File: src/rtl/dispwr_pkg.sv
package dispwr_pkg;
    localparam int DATA_W    = 8;
    localparam int ADDR_W    = 5;
    localparam int DIGITS    = 8;
    localparam int DIG_AW    = $clog2(DIGITS);
    localparam int UDC_CHARS = 16;
    localparam int UDC_AW    = $clog2(UDC_CHARS);
    localparam int UDC_ROWS  = 7;
    localparam int ROW_AW    = 3;
    localparam int ROW_W     = 5;
    localparam int UDC_SLOTS = UDC_CHARS * UDC_ROWS;
    localparam int SLOT_AW   = $clog2(UDC_SLOTS);
    localparam int CLEAR_BIT = 7;
    localparam logic [DATA_W-1:0] BLANK = 8'h20;

    typedef enum logic [2:0] {
        AREA_FLASH,
        AREA_UDC_PTR,
        AREA_UDC_ROW,
        AREA_CTRL,
        AREA_CHAR
    } area_e;

    typedef struct packed {
        logic              sel_n;
        logic [ADDR_W-1:0] addr;
        logic [DATA_W-1:0] data;
    } host_word_t;

    typedef struct packed {
        area_e             area;
        logic [DIG_AW-1:0] slot;
        logic [DATA_W-1:0] data;
    } wreq_t;

    function automatic area_e decode_area(logic sel_n, logic hi, logic lo);
        if (!sel_n)          return AREA_FLASH;
        case ({hi, lo})
            2'b00:   return AREA_UDC_PTR;
            2'b01:   return AREA_UDC_ROW;
            2'b10:   return AREA_CTRL;
            default: return AREA_CHAR;
        endcase
    endfunction

    function automatic logic [SLOT_AW-1:0] udc_slot(logic [UDC_AW-1:0] c,
                                                    logic [ROW_AW-1:0] r);
        return SLOT_AW'(int'(c) * UDC_ROWS + int'(r));
    endfunction
endpackage

File: src/rtl/dispwr_sync.sv
module dispwr_sync
    import dispwr_pkg::*;
#(
    parameter int STAGES = 2
) (
    input  logic       clk,
    input  logic       rst,
    input  logic       ce_n,
    input  logic       wr_n,
    input  host_word_t word,
    output logic       wr_pulse,
    output wreq_t      req
);
    localparam int W = 2 + $bits(host_word_t);
    localparam logic [W-1:0] IDLE = {1'b1, 1'b1, 1'b1, {(W-3){1'b0}}};

    typedef struct packed {
        logic       ce_n;
        logic       wr_n;
        host_word_t word;
    } bus_t;

    bus_t stg [STAGES];
    bus_t last;
    logic wr_prev;

    for (genvar i = 0; i < STAGES; i++) begin : g_stage
        always_ff @(posedge clk) begin
            if (rst)         stg[i] <= bus_t'(IDLE);
            else if (i == 0) stg[i] <= '{ce_n: ce_n, wr_n: wr_n, word: word};
            else             stg[i] <= stg[(i == 0) ? 0 : i - 1];
        end
    end

    assign last = stg[STAGES-1];

    always_ff @(posedge clk) begin
        if (rst) wr_prev <= 1'b1;
        else     wr_prev <= last.wr_n;
    end

    assign wr_pulse  = last.wr_n && !wr_prev && !last.ce_n;
    assign req.area  = decode_area(last.word.sel_n, last.word.addr[4], last.word.addr[3]);
    assign req.slot  = last.word.addr[DIG_AW-1:0];
    assign req.data  = last.word.data;
endmodule

File: src/rtl/dispwr_lockout.sv
module dispwr_lockout #(
    parameter int TICKS = 3
) (
    input  logic clk,
    input  logic rst,
    input  logic tick,
    output logic ready
);
    localparam int CW = $clog2(TICKS + 1);
    localparam logic [CW-1:0] LIMIT = CW'(TICKS);

    logic [CW-1:0] cnt;

    always_ff @(posedge clk) begin
        if (rst)                      cnt <= '0;
        else if (tick && cnt < LIMIT) cnt <= cnt + 1'b1;
    end

    assign ready = (cnt == LIMIT);
endmodule

File: src/rtl/dispwr_store.sv
module dispwr_store
    import dispwr_pkg::*;
(
    input  logic                     clk,
    input  logic                     rst,
    input  logic                     we,
    input  wreq_t                    req,
    input  logic [UDC_AW-1:0]        rd_char,
    input  logic [ROW_AW-1:0]        rd_row,
    output logic [DIGITS-1:0]        flash_bits,
    output logic [DIGITS*DATA_W-1:0] char_flat,
    output logic [UDC_AW-1:0]        udc_ptr,
    output logic [DATA_W-1:0]        ctrl_word,
    output logic [ROW_W-1:0]         rd_bits
);
    logic [DATA_W-1:0] chars   [DIGITS];
    logic [ROW_W-1:0]  udc_mem [UDC_SLOTS];

    always_ff @(posedge clk) begin
        if (rst) begin
            flash_bits <= '0;
            udc_ptr    <= '0;
            ctrl_word  <= '0;
            for (int d = 0; d < DIGITS; d++) chars[d] <= BLANK;
        end else if (we) begin
            case (req.area)
                AREA_FLASH:   flash_bits[req.slot] <= req.data[0];
                AREA_UDC_PTR: udc_ptr <= req.data[UDC_AW-1:0];
                AREA_CTRL: begin
                    ctrl_word <= req.data;
                    if (req.data[CLEAR_BIT])
                        for (int d = 0; d < DIGITS; d++) chars[d] <= BLANK;
                end
                AREA_CHAR:    chars[req.slot] <= req.data;
                default: ;
            endcase
        end
    end

    // glyph rows are never reset or cleared
    always_ff @(posedge clk) begin
        if (!rst && we && req.area == AREA_UDC_ROW && int'(req.slot) < UDC_ROWS)
            udc_mem[udc_slot(udc_ptr, req.slot)] <= req.data[ROW_W-1:0];
    end

    assign rd_bits = (int'(rd_row) < UDC_ROWS) ? udc_mem[udc_slot(rd_char, rd_row)] : '0;

    for (genvar d = 0; d < DIGITS; d++) begin : g_flat
        assign char_flat[d*DATA_W +: DATA_W] = chars[d];
    end
endmodule

File: src/rtl/dispwr_front.sv
module dispwr_front
    import dispwr_pkg::*;
#(
    parameter int SYNC_STAGES = 2,
    parameter int LOCK_TICKS  = 3
) (
    input  logic        clk,
    input  logic        rst,
    input  logic        disp_tick,
    input  logic        host_ce_n,
    input  logic        host_wr_n,
    input  logic        host_sel_n,
    input  logic [4:0]  host_addr,
    input  logic [7:0]  host_data,
    input  logic [3:0]  scan_udc_char,
    input  logic [2:0]  scan_udc_row,
    output logic [7:0]  flash_bits,
    output logic [63:0] char_flat,
    output logic [3:0]  udc_ptr,
    output logic [7:0]  ctrl_word,
    output logic [4:0]  scan_udc_bits
);
    host_word_t word;
    wreq_t      wreq;
    logic       wr_pulse;
    logic       access_ok;
    logic       wr_go;
    area_e      go_area;

    assign word    = '{sel_n: host_sel_n, addr: host_addr, data: host_data};
    assign wr_go   = wr_pulse && access_ok;
    assign go_area = wreq.area;

    dispwr_sync #(.STAGES(SYNC_STAGES)) u_sync (
        .clk      (clk),
        .rst      (rst),
        .ce_n     (host_ce_n),
        .wr_n     (host_wr_n),
        .word     (word),
        .wr_pulse (wr_pulse),
        .req      (wreq)
    );

    dispwr_lockout #(.TICKS(LOCK_TICKS)) u_lock (
        .clk   (clk),
        .rst   (rst),
        .tick  (disp_tick),
        .ready (access_ok)
    );

    dispwr_store u_store (
        .clk        (clk),
        .rst        (rst),
        .we         (wr_go),
        .req        (wreq),
        .rd_char    (scan_udc_char),
        .rd_row     (scan_udc_row),
        .flash_bits (flash_bits),
        .char_flat  (char_flat),
        .udc_ptr    (udc_ptr),
        .ctrl_word  (ctrl_word),
        .rd_bits    (scan_udc_bits)
    );
endmodule

File: config.mk
export PLATFORM = sky130hd
export DESIGN_NAME = dispwr_front
export DESIGN_NICKNAME = d
export VERILOG_FILES = /design/src/rtl/dispwr_pkg.sv /design/src/rtl/dispwr_sync.sv /design/src/rtl/dispwr_lockout.sv /design/src/rtl/dispwr_store.sv /design/src/rtl/dispwr_front.sv
export SDC_FILE = /design/constraint.sdc
export NUM_CORES = 1
export LEC_CHECK = 0
export ABC_AREA = 0
export BUFFER_PORTS_ARGS = -buffer_cell sky130_fd_sc_hd__buf_4
export CAP_MARGIN = 0
export CORE_ASPECT_RATIO = 1.4
export CORE_MARGIN = 8
export CORE_UTILIZATION = 50
export DETAILED_ROUTE_END_ITERATION = 10
export GPL_TIMING_DRIVEN = 0
export HOLD_SLACK_MARGIN = 0.06
export PLACE_DENSITY = 0.67
export SYNTH_ARGS = -nofsm -noshare
export SYNTH_HDL_FRONTEND = slang
export SYNTH_SLANG_ARGS = --single-unit
File: constraint.sdc
create_clock -name clk -period 8.7 [get_ports clk]
set_input_delay 1.305 -clock clk [delete_from_list [all_inputs] [get_ports clk]]
set_output_delay 1.305 -clock clk [all_outputs]
set_load 0.01 [all_outputs]
* Word level (Yosys, flattened, before mapping) *
Memories as Yosys holds them, arrays and structs flattened.
Index checks and enable logic that the tools add are counted.

cells by class
  add/sub/neg operators = 3
  multiply operators = 2
  $lt $le $gt $ge = 5
  equality and inequality tests = 7
  multiplexer cells = 33
  bitwise operators = 10
  reductions and logical operators = 17

operators with widths
  cell                 number
  $mux 8               9
  $mux 16              2
  $mux 1               16
  $add 7x4->7          2
  $mul 4x3->7 const B  2
  $or 1x1->1           10
  $pmux 3 s3           1
  $bwmux 8             1
  $logic_and 1x1->1    8
  $reduce_or 8->1      1
  $eq 3x2->1 const B   2
  $lt 3x3->1 const B   2
  $mux 3               2
  $reduce_and 2->1     3
  $mux 5               1
  $eq 2x2->1 const B   2
  $lt 3x4->1 const B   1
  $demux 1 s3          1
  $eq 3x1->1 const B   1
  $eq 3x3->1 const B   1
  $ge 3x1->1 const B   1
  $logic_not 1->1      3
  $logic_not 3->1      1
  $add 2x1->2 const B  1
  3 further kinds      3

word-level totals
  register bits = 23
  RAM bits = 656
  output and inout port bits = 89
  memories = 3

memories
  name             words  width  read ports  clocked after Yosys merged registers in  wr ports  line                RTL
  u_store.udc_mem  112    5      1           0                                        1         dispwr_store.sv:17  logic [ROW_W-1:0] udc_mem [UDC_SLOTS];
  u_store.chars    8      8      8           0                                        8         dispwr_store.sv:16  logic [DATA_W-1:0] chars [DIGITS];
  u_sync.stg       2      16     2           0                                        2         dispwr_sync.sv:23   bus_t stg [STAGES];

* Logic depth before layout (Yosys ltp) *
  depth after elaboration = 10
  gate-level depth with buffers = 13

* By module *
Synthesis repeated with hierarchy kept, for this count alone.

second synthesis, totals
  cells, all modules = 1552
  area total of the unflattened synthesis = 27626.5 µm²

modules (own cells, without submodules)
  module          times used  cells an instance  area an instance (µm²)  sequential area each (µm²)
  dispwr_store    1           1451               26459.1                 19138.4
  dispwr_sync     1           90                 1047.3                  660.6
  dispwr_lockout  1           10                 113.9                   40.0
  dispwr_front    1           1                  6.3                     0.0

* Least setup slack after synthesis *
OpenSTA, ideal clock, no wires.

  path kind = input-to-output
  start = input port scan_udc_char[0]
  end = output port scan_udc_bits[0]
  data arrival time = 4424 ps
  data required time = 7395 ps
  setup slack = 2971 ps
  stages on the path = 12
  path buffers = 3
  path through = fa_1 -> fa_1 -> fa_1 -> buf_2 -> buf_2 -> buf_1 -> mux4_2 -> mux2i_1 -> nor2_1 -> o21ai_0 -> nand4_1 -> and4_1

on the way
  cells in the longest elaborated chain, start to end = 4

ends and longest elaborated chain
  item             line                RTL
  start, declared  dispwr_front.sv:15  input logic [3:0] scan_udc_char,
  $mul 4x3->7      dispwr_pkg.sv:48    return SLOT_AW'(int'(c) * UDC_ROWS + int'(r));
  $add 7x4->7      dispwr_pkg.sv:48
  $mem_v2 112x5    -
  $mux 5           dispwr_store.sv:46  assign rd_bits = (int'(rd_row) < UDC_ROWS) ? udc_mem[udc_slot(rd_char, rd_row)] : '0;
  end, declared    dispwr_front.sv:21  output logic [4:0] scan_udc_bits

No other way between the ends.

* Worst setup path after layout *
  start = input port scan_udc_char[0]
  end = output port scan_udc_bits[2]

The elaborated chain is that of the path after synthesis.

==> flow_summary.ini <==
[placement]
buffer_ports.inserted = 114
placed_area_um2 = 29300
dp_hpwl_um = 48300
dp_cells = 2370
routabilityCongestion = 0.884

[timing]
fin_crit_ps = 7220
setup_viol = 0
setup_tns_ps = 0
finalHoldViolCount = 0
worst_slew_pin_slew_ps = 1370
slew_violations = 0
rsz0062_at_grt = false
fmax_mhz = 138
finalCritPeriodShare = 0.830
fin_skew_ps = 18.5
relSlewSlack = 0.0758
whs_ps = 423

[job]
max-cap-violations = 0

[route]
routed-via-count = 14900
avgViaCountPerCell = 6.00
totalWireLength_um = 71200
drtIter0Drc = 1211
first_pass_iters = 6
wl_per_cell_um = 28.6
drc = 0
postRouteAntennaNets = 0

[cells_and_area]
finalNonFillerCells = 2485
num-fill-cells = 4098
final_cell_mix = edfxtp_1, mux4_2, buf_4
nets = 1776
area_growth_pct = 14.0
final_common_cell = edfxtp_1
fin_area_um2 = 31300
drive_gt1_frac = 0.241
antenna_cells = 0

[setup_path]
path_class = in2out
crit_arrival_ps = 5920
end_kind = primary output
required_ps = 7390
critPathLaunchType = input pin
critPathMaxFanout = 10

[floorplanning]
start_util = 0.506
fp-row-count = 101
die_area_um2 = 62700
io-pin-count = 115
die_w_um = 214
core_um2 = 54200
fp.dieH_um = 293

[pwr]
p_per_area_nw_per_um2 = 237
leakage_nw = 10.5
p_comb_frac = 0.166
power_switching_mw = 1.97
p_int_mw = 5.43
p_total_mw = 7.39
peakVddDrop_mv = 0.156
power.share.clock = 0.350
swShare = 0.266
power_frac_seq = 0.484

[cts]
post-cts-setup-buffers = 0
holdBufCountCts = 0
cts.clk_slew.worst_paths_ps = 70
ctsResizeCount = 0
clock_path_buffers = 3
cts_tree = done
clk-insertion-delay-late_ps = 610
cts_inserted_buffers = 59
clockRootBuffer = clkbuf_16
h-tree-depth = 2
clock-sinks = 679

[synthesis]
synthesis.nets = 1592
yosysSeqAreaShare = 0.723
ys_ff_latch = 679
synthCells = 1530
syn_area_per_cell_um2 = 17.9
synth_xor_xnor_area_share = 0.00534
syn_area_um2 = 27400
synth-edff-count = 624
synth_top_family_by_area = multiplexers
yosys-mux-area-fraction = 0.138
synthAdderAreaFrac = 0.0192
synth_warnings = 0
synthArstFlopShare = 0
yosys.area_share.simple = 0.0772
netlist-cell-type-count = 57
ys.flop_type = edfxtp_1
synth-compound-area-share = 0.0185

[outcome]
status = complete, no violations

[global_route]
grt_max_degree = 93
grt_pass1_vias = 15300
grt_pass1_wl_um = 103000
antenna_found_initial = 0
grt_remaining_overflow = 0
grt_usage = 0.224

[hold_path]
hold_path_class = reg2reg
[worst max-delay path: stages]
cell	delay [ps]
buf_4	130
fa_1	560
fa_1	460
fa_1	500
buf_2	170
buf_2	390
clkbuf_1	850
mux4_2	410
mux2i_1	420
nand2_1	100
nand3_1	100
nand3_1	90
and4b_1	240
buf_4	160
[routing by layer]
metal  up-vias  share of wire  track usage  wire, um
met5         -              0            0         0
met4         0          0.048        0.102      3390
met3       176          0.088       0.0527      6250
met2       740           0.52        0.400     36900
met1      7617           0.35        0.253     24700
li1       6379              -            -         -
[flip-flops by register name (all words and copies together) (netlist names)]
register,cells
u_store.udc_ptr,4
u_lock.cnt,2
u_store.flash_bits,8
u_sync.wr_prev,1
u_sync.stg,32
u_store.udc_mem,560
u_store.ctrl_word,8
u_store.chars,64
[cell type report]
cell class | instances | area (um^2) | share of cell area
plain buffers | 90 | 440 | 0.0141
clock buffers | 70 | 1600 | 0.0513
clock inverters | 41 | 292 | 0.00933
inverters | 18 | 67.6 | 0.00216
multi-input cells | 743 | 7090 | 0.227
flip-flops and latches | 679 | 19900 | 0.635
well taps | 721 | 902 | 0.0289
repair buffers | 123 | 1010 | 0.0324
[final timing paths]
path | cells after the start | end | from | slack [ps]
max | 14 | scan_udc_bits[2] | scan_udc_char[0] | 1480
min | 1 | u_sync.stg[1][13]$_SDFF_PP1_ | u_sync.stg[0][13]$_SDFF_PP1_ | 420
max reg2reg | 10 | u_store.udc_mem[8][0]$_DFFE_PP_ | u_store.udc_ptr[1]$_SDFFE_PP0P_ | 4090
min reg2reg | 1 | u_sync.stg[1][13]$_SDFF_PP1_ | u_sync.stg[0][13]$_SDFF_PP1_ | 420
[per-stage QoR]
stage                     setup slack (ps)  utilization
after floorplan                       2970            -
after CTS                             1450        0.576
after detailed placement              1470        0.541
after global routing                  1350        0.577
after global placement                1430        0.538
final                                 1480        0.577
[kinds of logic after synthesis]
group                    Yosys count
AO/OA/AOI/OAI                     82
XOR/XNOR                          15
adder cells (fa/ha/maj)           36
buffers and inverters            108
flip-flops                       679
multiplexers                     197
AND/OR/NAND/NOR                  413
[power groups by stage]
stage,Clock [mW],Combinational (mW),Sequential [mW]
finish,2.59,1.23,3.58
global route,2.71,1.28,3.58
CTS,2.60,1.23,3.58
detailed placement,0,1.22,3.65
global placement,0,1.19,3.68
floorplan,0,0.703,3.66
[cell usage after synthesis, types with 3 or more instances]
| library cell | count | area share |
|---|---|---|
| a21o_1 | 3 | 0.00082 |
| buf_6 | 4 | 0.0016 |
| nor4_1 | 19 | 0.0043 |
| and2_1 | 58 | 0.013 |
| o211ai_1 | 3 | 0.00082 |
| nand4_1 | 3 | 0.00068 |
| a21boi_1 | 3 | 0.00082 |
| and3_1 | 3 | 0.00068 |
| ha_1 | 26 | 0.012 |
| mux2i_1 | 50 | 0.018 |
| nor3_1 | 71 | 0.013 |
| a21oi_1 | 26 | 0.0047 |
| fa_1 | 10 | 0.0073 |
| buf_4 | 11 | 0.0030 |
| a211oi_1 | 4 | 0.0011 |
| nor2_1 | 85 | 0.012 |
| buf_1 | 7 | 0.00096 |
| nand2b_1 | 12 | 0.0027 |
| clkbuf_1 | 43 | 0.0059 |
| o22a_1 | 4 | 0.0013 |
| or3_1 | 8 | 0.0018 |
| nor2b_1 | 31 | 0.0071 |
| xor2_1 | 4 | 0.0013 |
| edfxtp_1 | 624 | 0.68 |
| o22ai_1 | 4 | 0.00091 |
| nand2_1 | 70 | 0.0096 |
| nand3_1 | 30 | 0.0055 |
| or2_2 | 7 | 0.0016 |
| dfxtp_1 | 55 | 0.040 |
| inv_1 | 18 | 0.0025 |
| mux4_2 | 145 | 0.12 |
| buf_2 | 25 | 0.0046 |
| o21ai_0 | 22 | 0.0040 |
| xnor2_1 | 9 | 0.0029 |
(Power assumes the default switching activity.)
